[src/rtl/keyed_pulse_pkg.sv]
package keyed_pulse_pkg;

  typedef enum logic [2:0] {
    IDLE,
    FRAME_WAIT,
    REF,
    GAP,
    DATA,
    FRAME_END
  } sched_state_t;

  typedef struct packed {
    logic load;   // capture inputs, restart counters
    logic step;   // advance one slot
  } sched_ctl_t;

endpackage

[src/rtl/kps_datapath.sv]
module kps_datapath
  import keyed_pulse_pkg::*;
#(
  parameter int KEY_W  = 16,
  parameter int SEGS   = 4,
  parameter int FRAMES = 16,
  parameter int SLOTS  = 64,
  parameter int OFF_W  = 3
) (
  input  logic                          clk,
  input  logic                          rstN,
  input  sched_ctl_t                    ctl,
  input  logic [KEY_W-1:0]              keyIn,
  input  logic [FRAMES-1:0]             payloadIn,
  input  logic [OFF_W-1:0]              rndIn,
  output logic                          frameEnd,
  output logic                          lastFrame,
  output logic [$clog2(SLOTS)-1:0]      nSlot,
  output logic [OFF_W-1:0]              nOff,
  output logic [KEY_W/SEGS-1:0]         nDly,
  output logic                          curBit
);
  localparam int SEG_W  = KEY_W / SEGS;
  localparam int FPG    = FRAMES / SEGS;
  localparam int SLOT_W = $clog2(SLOTS);
  localparam int FRM_W  = $clog2(FRAMES);
  localparam int GRP_W  = (SEGS > 1) ? $clog2(SEGS) : 1;

  logic [KEY_W-1:0]  keyR, nKey;
  logic [FRAMES-1:0] payR;
  logic [SLOT_W-1:0] slotR;
  logic [FRM_W-1:0]  frameR, nFrame;
  logic [OFF_W-1:0]  offR;
  logic [GRP_W-1:0]  grpIdx;
  logic [SEG_W-1:0]  segArr [SEGS];

  assign frameEnd  = (slotR == SLOT_W'(SLOTS - 1));
  assign lastFrame = (frameR == FRM_W'(FRAMES - 1));
  assign curBit    = payR[frameR];

  always_comb begin
    nKey   = keyR;
    nSlot  = slotR;
    nFrame = frameR;
    nOff   = offR;
    if (ctl.load) begin
      nKey   = keyIn;
      nSlot  = '0;
      nFrame = '0;
      nOff   = rndIn;
    end else if (ctl.step) begin
      if (frameEnd) begin
        nSlot  = '0;
        nFrame = frameR + FRM_W'(1);
        nOff   = rndIn;
      end else begin
        nSlot  = slotR + SLOT_W'(1);
      end
    end
  end

  for (genvar g = 0; g < SEGS; g++) begin : gSeg
    assign segArr[g] = nKey[g*SEG_W +: SEG_W];
  end

  assign grpIdx = GRP_W'(nFrame / FRM_W'(FPG));
  assign nDly   = segArr[grpIdx];

  always_ff @(posedge clk or negedge rstN) begin
    if (!rstN) begin
      keyR   <= '0;
      payR   <= '0;
      slotR  <= '0;
      frameR <= '0;
      offR   <= '0;
    end else begin
      keyR   <= nKey;
      if (ctl.load) payR <= payloadIn;
      slotR  <= nSlot;
      frameR <= nFrame;
      offR   <= nOff;
    end
  end
endmodule

[src/rtl/kps_control.sv]
module kps_control
  import keyed_pulse_pkg::*;
#(
  parameter int SLOT_W = 6,
  parameter int OFF_W  = 3,
  parameter int SEG_W  = 4
) (
  input  logic              clk,
  input  logic              rstN,
  input  logic              start,
  input  logic              frameEnd,
  input  logic              lastFrame,
  input  logic [SLOT_W-1:0] nSlot,
  input  logic [OFF_W-1:0]  nOff,
  input  logic [SEG_W-1:0]  nDly,
  input  logic              curBit,
  output sched_ctl_t        ctl,
  output logic              refStb,
  output logic              dataStb,
  output logic              dataPol,
  output logic              done
);
  localparam int CW = SLOT_W + 1;

  sched_state_t state, nState;
  logic running, finish;
  logic [CW-1:0] slotW, refAt, dataAt;

  assign running  = (state != IDLE);
  assign finish   = running && frameEnd && lastFrame;
  assign ctl.load = !running && start;
  assign ctl.step = running && !finish;

  assign slotW  = CW'(nSlot);
  assign refAt  = CW'(nOff);
  assign dataAt = refAt + CW'(nDly) + CW'(1);

  always_comb begin
    nState = state;
    if (ctl.load || ctl.step) begin
      if (slotW < refAt)       nState = FRAME_WAIT;
      else if (slotW == refAt) nState = REF;
      else if (slotW < dataAt) nState = GAP;
      else if (slotW == dataAt) nState = DATA;
      else                     nState = FRAME_END;
    end else if (finish) begin
      nState = IDLE;
    end
  end

  always_ff @(posedge clk or negedge rstN) begin
    if (!rstN) begin
      state <= IDLE;
      done  <= 1'b0;
    end else begin
      state <= nState;
      done  <= finish;
    end
  end

  assign refStb  = (state == REF);
  assign dataStb = (state == DATA);
  assign dataPol = refStb | (dataStb & curBit);
endmodule

[src/rtl/keyed_pulse_sched.sv]
module keyed_pulse_sched
  import keyed_pulse_pkg::*;
#(
  parameter int KEY_W  = 16,
  parameter int SEGS   = 4,
  parameter int FRAMES = 16,
  parameter int SLOTS  = 64,
  parameter int OFF_W  = 3
) (
  input  logic                 clk,
  input  logic                 rstN,
  input  logic                 start,
  input  logic [KEY_W-1:0]     keyIn,
  input  logic [FRAMES-1:0]    payloadIn,
  input  logic [OFF_W-1:0]     rndIn,
  output logic                 refStb,
  output logic                 dataStb,
  output logic                 dataPol,
  output logic                 done
);
  localparam int SEG_W  = KEY_W / SEGS;
  localparam int SLOT_W = $clog2(SLOTS);

  initial begin
    assert ((1 << OFF_W) - 1 + (1 << SEG_W) + 1 <= SLOTS)
      else $error("offset plus longest delay does not fit in a frame");
  end

  sched_ctl_t        ctl;
  logic              frameEnd, lastFrame, curBit;
  logic [SLOT_W-1:0] nSlot;
  logic [OFF_W-1:0]  nOff;
  logic [SEG_W-1:0]  nDly;

  kps_datapath #(
    .KEY_W(KEY_W), .SEGS(SEGS), .FRAMES(FRAMES), .SLOTS(SLOTS), .OFF_W(OFF_W)
  ) uDp (
    .clk(clk), .rstN(rstN), .ctl(ctl), .keyIn(keyIn), .payloadIn(payloadIn),
    .rndIn(rndIn), .frameEnd(frameEnd), .lastFrame(lastFrame), .nSlot(nSlot),
    .nOff(nOff), .nDly(nDly), .curBit(curBit)
  );

  kps_control #(
    .SLOT_W(SLOT_W), .OFF_W(OFF_W), .SEG_W(SEG_W)
  ) uCtl (
    .clk(clk), .rstN(rstN), .start(start), .frameEnd(frameEnd),
    .lastFrame(lastFrame), .nSlot(nSlot), .nOff(nOff), .nDly(nDly),
    .curBit(curBit), .ctl(ctl), .refStb(refStb), .dataStb(dataStb),
    .dataPol(dataPol), .done(done)
  );
endmodule

[config.mk]
export PLATFORM = sky130hd
export DESIGN_NAME = keyed_pulse_sched
export DESIGN_NICKNAME = d
export VERILOG_FILES = /design/src/rtl/keyed_pulse_pkg.sv /design/src/rtl/kps_datapath.sv /design/src/rtl/kps_control.sv /design/src/rtl/keyed_pulse_sched.sv
export SDC_FILE = /design/constraint.sdc
export NUM_CORES = 1
export LEC_CHECK = 0
export ABC_AREA = 1
export ABC_CLOCK_PERIOD_IN_PS = 3560
export BUFFER_PORTS_ARGS = -buffer_cell sky130_fd_sc_hd__buf_2
export CAP_MARGIN = 20
export CORE_MARGIN = 5
export CORE_UTILIZATION = 52
export DETAILED_ROUTE_END_ITERATION = 16
export HOLD_SLACK_MARGIN = 0.1
export PLACE_DENSITY_LB_ADDON = 0.08
export SLEW_MARGIN = 40
export SYNTH_ARGS = -nofsm -noshare
export SYNTH_HDL_FRONTEND = slang
export SYNTH_SLANG_ARGS = --single-unit
[constraint.sdc]
create_clock -name clk -period 3.56 [get_ports clk]
set_clock_uncertainty 0.1 [all_clocks]
set_input_delay 0.178 -clock clk [delete_from_list [all_inputs] [get_ports clk]]
set_output_delay 0.178 -clock clk [all_outputs]
set_load 0.1 [all_outputs]
==> reports/results.tsv <==
stage	metric	value	unit
cells_and_area	Post-Layout Cell Count	577	
pwr	static leakage	0.00219	uW
global_routing	antenna violations before repair	0	
routing	DR pass1 iterations	4	
pwr	Sw Share	43.6	%
synth	synth unique cells	39	
global_routing	largest net degree at the start of global routing	50	
timing	Worst slew margin	59.1	%
routing	Post-DRT Antenna Nets	0	
synth	EDFF count, synth	0	
pwr	combinational fraction of design power	65.0	%
clock_network	CTS tree	yes	
worst_hold_path	Hold Crit Start	rndIn[0]	
setup_path	FF-to-FF path depth	24	
routing	DRC violations left	0	
timing	fmax	257	MHz
timing	unrepaired setup endpoints after global routing	yes	
clock_network	CTS max path bufs	2	
synth	cell taking the most area after synthesis	dfrtp_1	
global_routing	GRT overflow	0	
synth	cell with the most instances after synthesis	nand2_1	
floorplan	initial core utilization	53.2	%
setup_path	r2r setup slk	-0.33	ns
synth	synthesized instance count	370	
setup_path	reg2reg start	uDp.slotR[0]$_DFF_PN0_	
clock_network	cts bufs inserted	5	
synth	Yosys top cell area share	41.8	%
global_routing	number of global-route vias before repair	2893	
floorplan	# IOs	42	
status	outcome	finished, violations left	
synth	Post-synth ARST share	100	%
cells_and_area	Fillers	385	
cells_and_area	ant diodes	0	
synth	commonest cells in the netlist	nand2_1 (120), dfrtp_1 (49), inv_1 (42)	
placement	RePlAce Congestion	0.837	
clock_network	clk sinks	49	
cells_and_area	share of layout cells above drive strength 1	32.5	%
routing	top layer used by detailed routing	met4	
routing	wl on met1	3240	um
placement	Setup WS pre-CTS	-0.394	ns
synth	most common flop cell mapped by yosys	dfrtp_1	
timing	Worst-Margin Slew	0.613	ns
synth	Synth area leaders	dfrtp_1 (42%), nand2_1 (15%), ha_1 (6.4%)	
setup_path	Worst Path Max Fanout	6	
routing	met3 wire length	260	um
worst_hold_path	hold path depth	4	
run	Max Cap Viol	0	
floorplan	core area	0.00551	mm2
synth	cell area after synthesis	0.00293	mm2
pwr	Pwr Density	913	mW/mm2
worst_hold_path	Hold WC Path Type	in -> reg	
global_routing	gr usage total	21.9	%
timing	slack of the critical path	-0.325	ns
setup_path	crit end category	flop	
placement	I/O Buffers	41	
routing	Vias	2854	
setup_path	Worst Setup Start Kind	flop	
timing	Final Hold Viols	0	
clock_network	clk root buf	clkbuf_8	
routing	Total Wirelength	7160	um
cells_and_area	final core area utilization	76.0	%
floorplan	Chip Width	85.1	um
placement	dpl cells	532	
synth	syn avg cell area	7.92	um2
pwr	Peak VDD IR	0.855	mV
synth	flops & latches, synth	49	
timing	Final setup violation count	3	
setup_path	CP Data Required Time	3.69	ns
clock_network	worst-skew pair later-pin latency	0.30	ns
synth	Syn Nets	424	
pwr	Switch Pwr	1660	uW
cells_and_area	Nets	558	
routing	initial DRC count	105	
placement	DP Wirelength	5310	um
synth	sequential fraction of the synthesis area	41.8	%
timing	Slew Limit Fails	0	
routing	drt wl/cell	12.4	um
setup_path	arrival time worst endpoint	4.02	ns
floorplan	Row Count	27	
synth	Ys Warns	0	
setup_path	Crit Path Class	reg -> reg	
floorplan	full die area	0.00724	mm2
pwr	total power	3820	uW
global_routing	first-pass GRT wire length	12900	um
pwr	part of the power in registers	24.5	%
clock_network	Reg clk slew, reported paths	0.09	ns
pwr	clock share of power	10.5	%
routing	vias per cell	4.95	
cells_and_area	Syn-to-layout area delta	42.8	%
floorplan	DIE HEIGHT	85.1	um
timing	final period utilization	109	%
routing	met2 WL	3550	um
pwr	Internal	2160	uW
clock_network	H-tree depth	2	
worst_hold_path	hold endpoint	uDp.offR[0]$_DFF_PN0_	
timing	fin crit period	3.89	ns
setup_path	FF-to-FF End	uCtl.state[0]$_DFFE_PN0P_	
status	failing checks	negative setup slack	
-- through the flow --
step | TNS (ns) | cell area (um2) | hold WS, ns
5_1_grt | -1.69 | 4190 | 0.125
6_report | -0.886 | 4190 | 0.113
2_1_floorplan | -0.224 | 2970 | -0.218
3_5_place_dp | -0.976 | 3670 | 0.135
4_1_cts | -0.821 | 4170 | 0.105
3_3_place_gp | -0.728 | 3670 | 0.275
-- timing repair --
item	in CTS	in global routing
hold endpoints to repair	80	0
resized for setup	7	4
gates cloned	0	0
buffers inserted	5	0
endpoints found under the setup margin	3	3
hold buffers	32	0
pin swaps	13	2
-- registers in the layout, indices dropped and copies added, names as in the netlist --
signal,flops
uDp.slotR,6
uCtl.done,1
uDp.payR,16
uDp.frameR,4
uDp.offR,3
uCtl.state,3
uDp.keyR,16
-- logic make-up (layout without fill, tap and decap cells) --
logic type | count (synthesis) | after routing | synth area share [%]
other | 1 | 1 | 0.128
XOR/XNOR | 3 | 3 | 0.896
AO/OA/AOI/OAI | 54 | 54 | 10.9
AND/OR/NAND/NOR | 189 | 189 | 30.7
buffers and inverters | 58 | 193 | 8.49
flip-flops | 49 | 49 | 41.8
adder cells (fa/ha/maj) | 16 | 16 | 7.08
-- routing by layer --
metal / global-route usage (%) / vias up
met1: 28.4 / 1324
met2: 37.9 / 58
met5: 0 / -
met3: 3.01 / 14
li1: - / 1458
met4: 6.04 / 0
-- placed cells by master (no fill, tap or decap), types with 2 or more instances in the layout --
cell type / count
a21oi_1: 10
a21oi_2: 2
buf_12: 2
buf_2: 40
buf_4: 62
clkbuf_8: 5
dfrtp_1: 48
dlygate4sd3_1: 32
ha_1: 10
ha_2: 4
inv_1: 38
inv_2: 10
nand2_1: 119
nand2_2: 5
nand3_1: 21
nand3_2: 8
nand3_4: 3
nand3b_1: 2
nand4_1: 6
nor2_1: 11
nor2_2: 2
nor2_4: 4
nor3_1: 2
o211ai_1: 2
o21ai_0: 22
o21ai_1: 5
o21ai_2: 6
xor2_1: 2
-- critical path: stages, from the launching register on --
cell and delay [ns]:
dfrtp_1 0.37, ha_2 0.19, nand3_2 0.09, nor2_4 0.16, nand3_2 0.09, nand2_2 0.12, nand3_4 0.13, nand3_2 0.08
o21ai_1 0.07, o22ai_2 0.19, ha_2 0.22, inv_2 0.04, fa_1 0.46, inv_1 0.09, ha_2 0.17, inv_2 0.04
xor2_1 0.15, ha_1 0.32, a21oi_2 0.18, o21ai_2 0.08, nand4_1 0.08, nand3b_1 0.10, nand3_1 0.08, o21ai_1 0.08
a21oi_2 0.14
-- final cells by class --
cell class	count	area (um2)	share of cell area [%]
clock buffer	6	72.6	1.73
sequential	49	1230	29.3
clock inverter	2	38.8	0.926
multi-input combinational	263	1550	36.9
timing repair buffer	136	1030	24.5
inverter	49	186	4.45
tap	72	90.1	2.15
-- worst max-delay path by stage --
stage / from / end / slack [ns] / depth (start not counted)
2_1_floorplan: uDp.slotR[0]$_DFF_PN0_ / uCtl.state[0]$_DFFE_PN0P_ / -0.12 / 25
3_3_place_gp: uDp.frameR[1]$_DFFE_PN0P_ / uCtl.state[0]$_DFFE_PN0P_ / -0.34 / 24
3_5_place_dp: uDp.frameR[1]$_DFFE_PN0P_ / uCtl.state[0]$_DFFE_PN0P_ / -0.39 / 24
4_1_cts: uDp.slotR[1]$_DFF_PN0_ / uCtl.state[0]$_DFFE_PN0P_ / -0.32 / 24
5_1_grt: uDp.slotR[1]$_DFF_PN0_ / uCtl.state[0]$_DFFE_PN0P_ / -0.61 / 28
6_report: uDp.slotR[0]$_DFF_PN0_ / uCtl.state[0]$_DFFE_PN0P_ / -0.33 / 24
-- power by group through the flow --
stage / clock (uW) / combinational [uW] / sequential (uW)
detailed placement: 0 / 2230 / 943
global placement: 0 / 2160 / 936
global route: 435 / 2880 / 965
floorplan: 0 / 1520 / 941
CTS: 415 / 2370 / 931
finish: 403 / 2480 / 936
(Power assumes the default switching activity.)
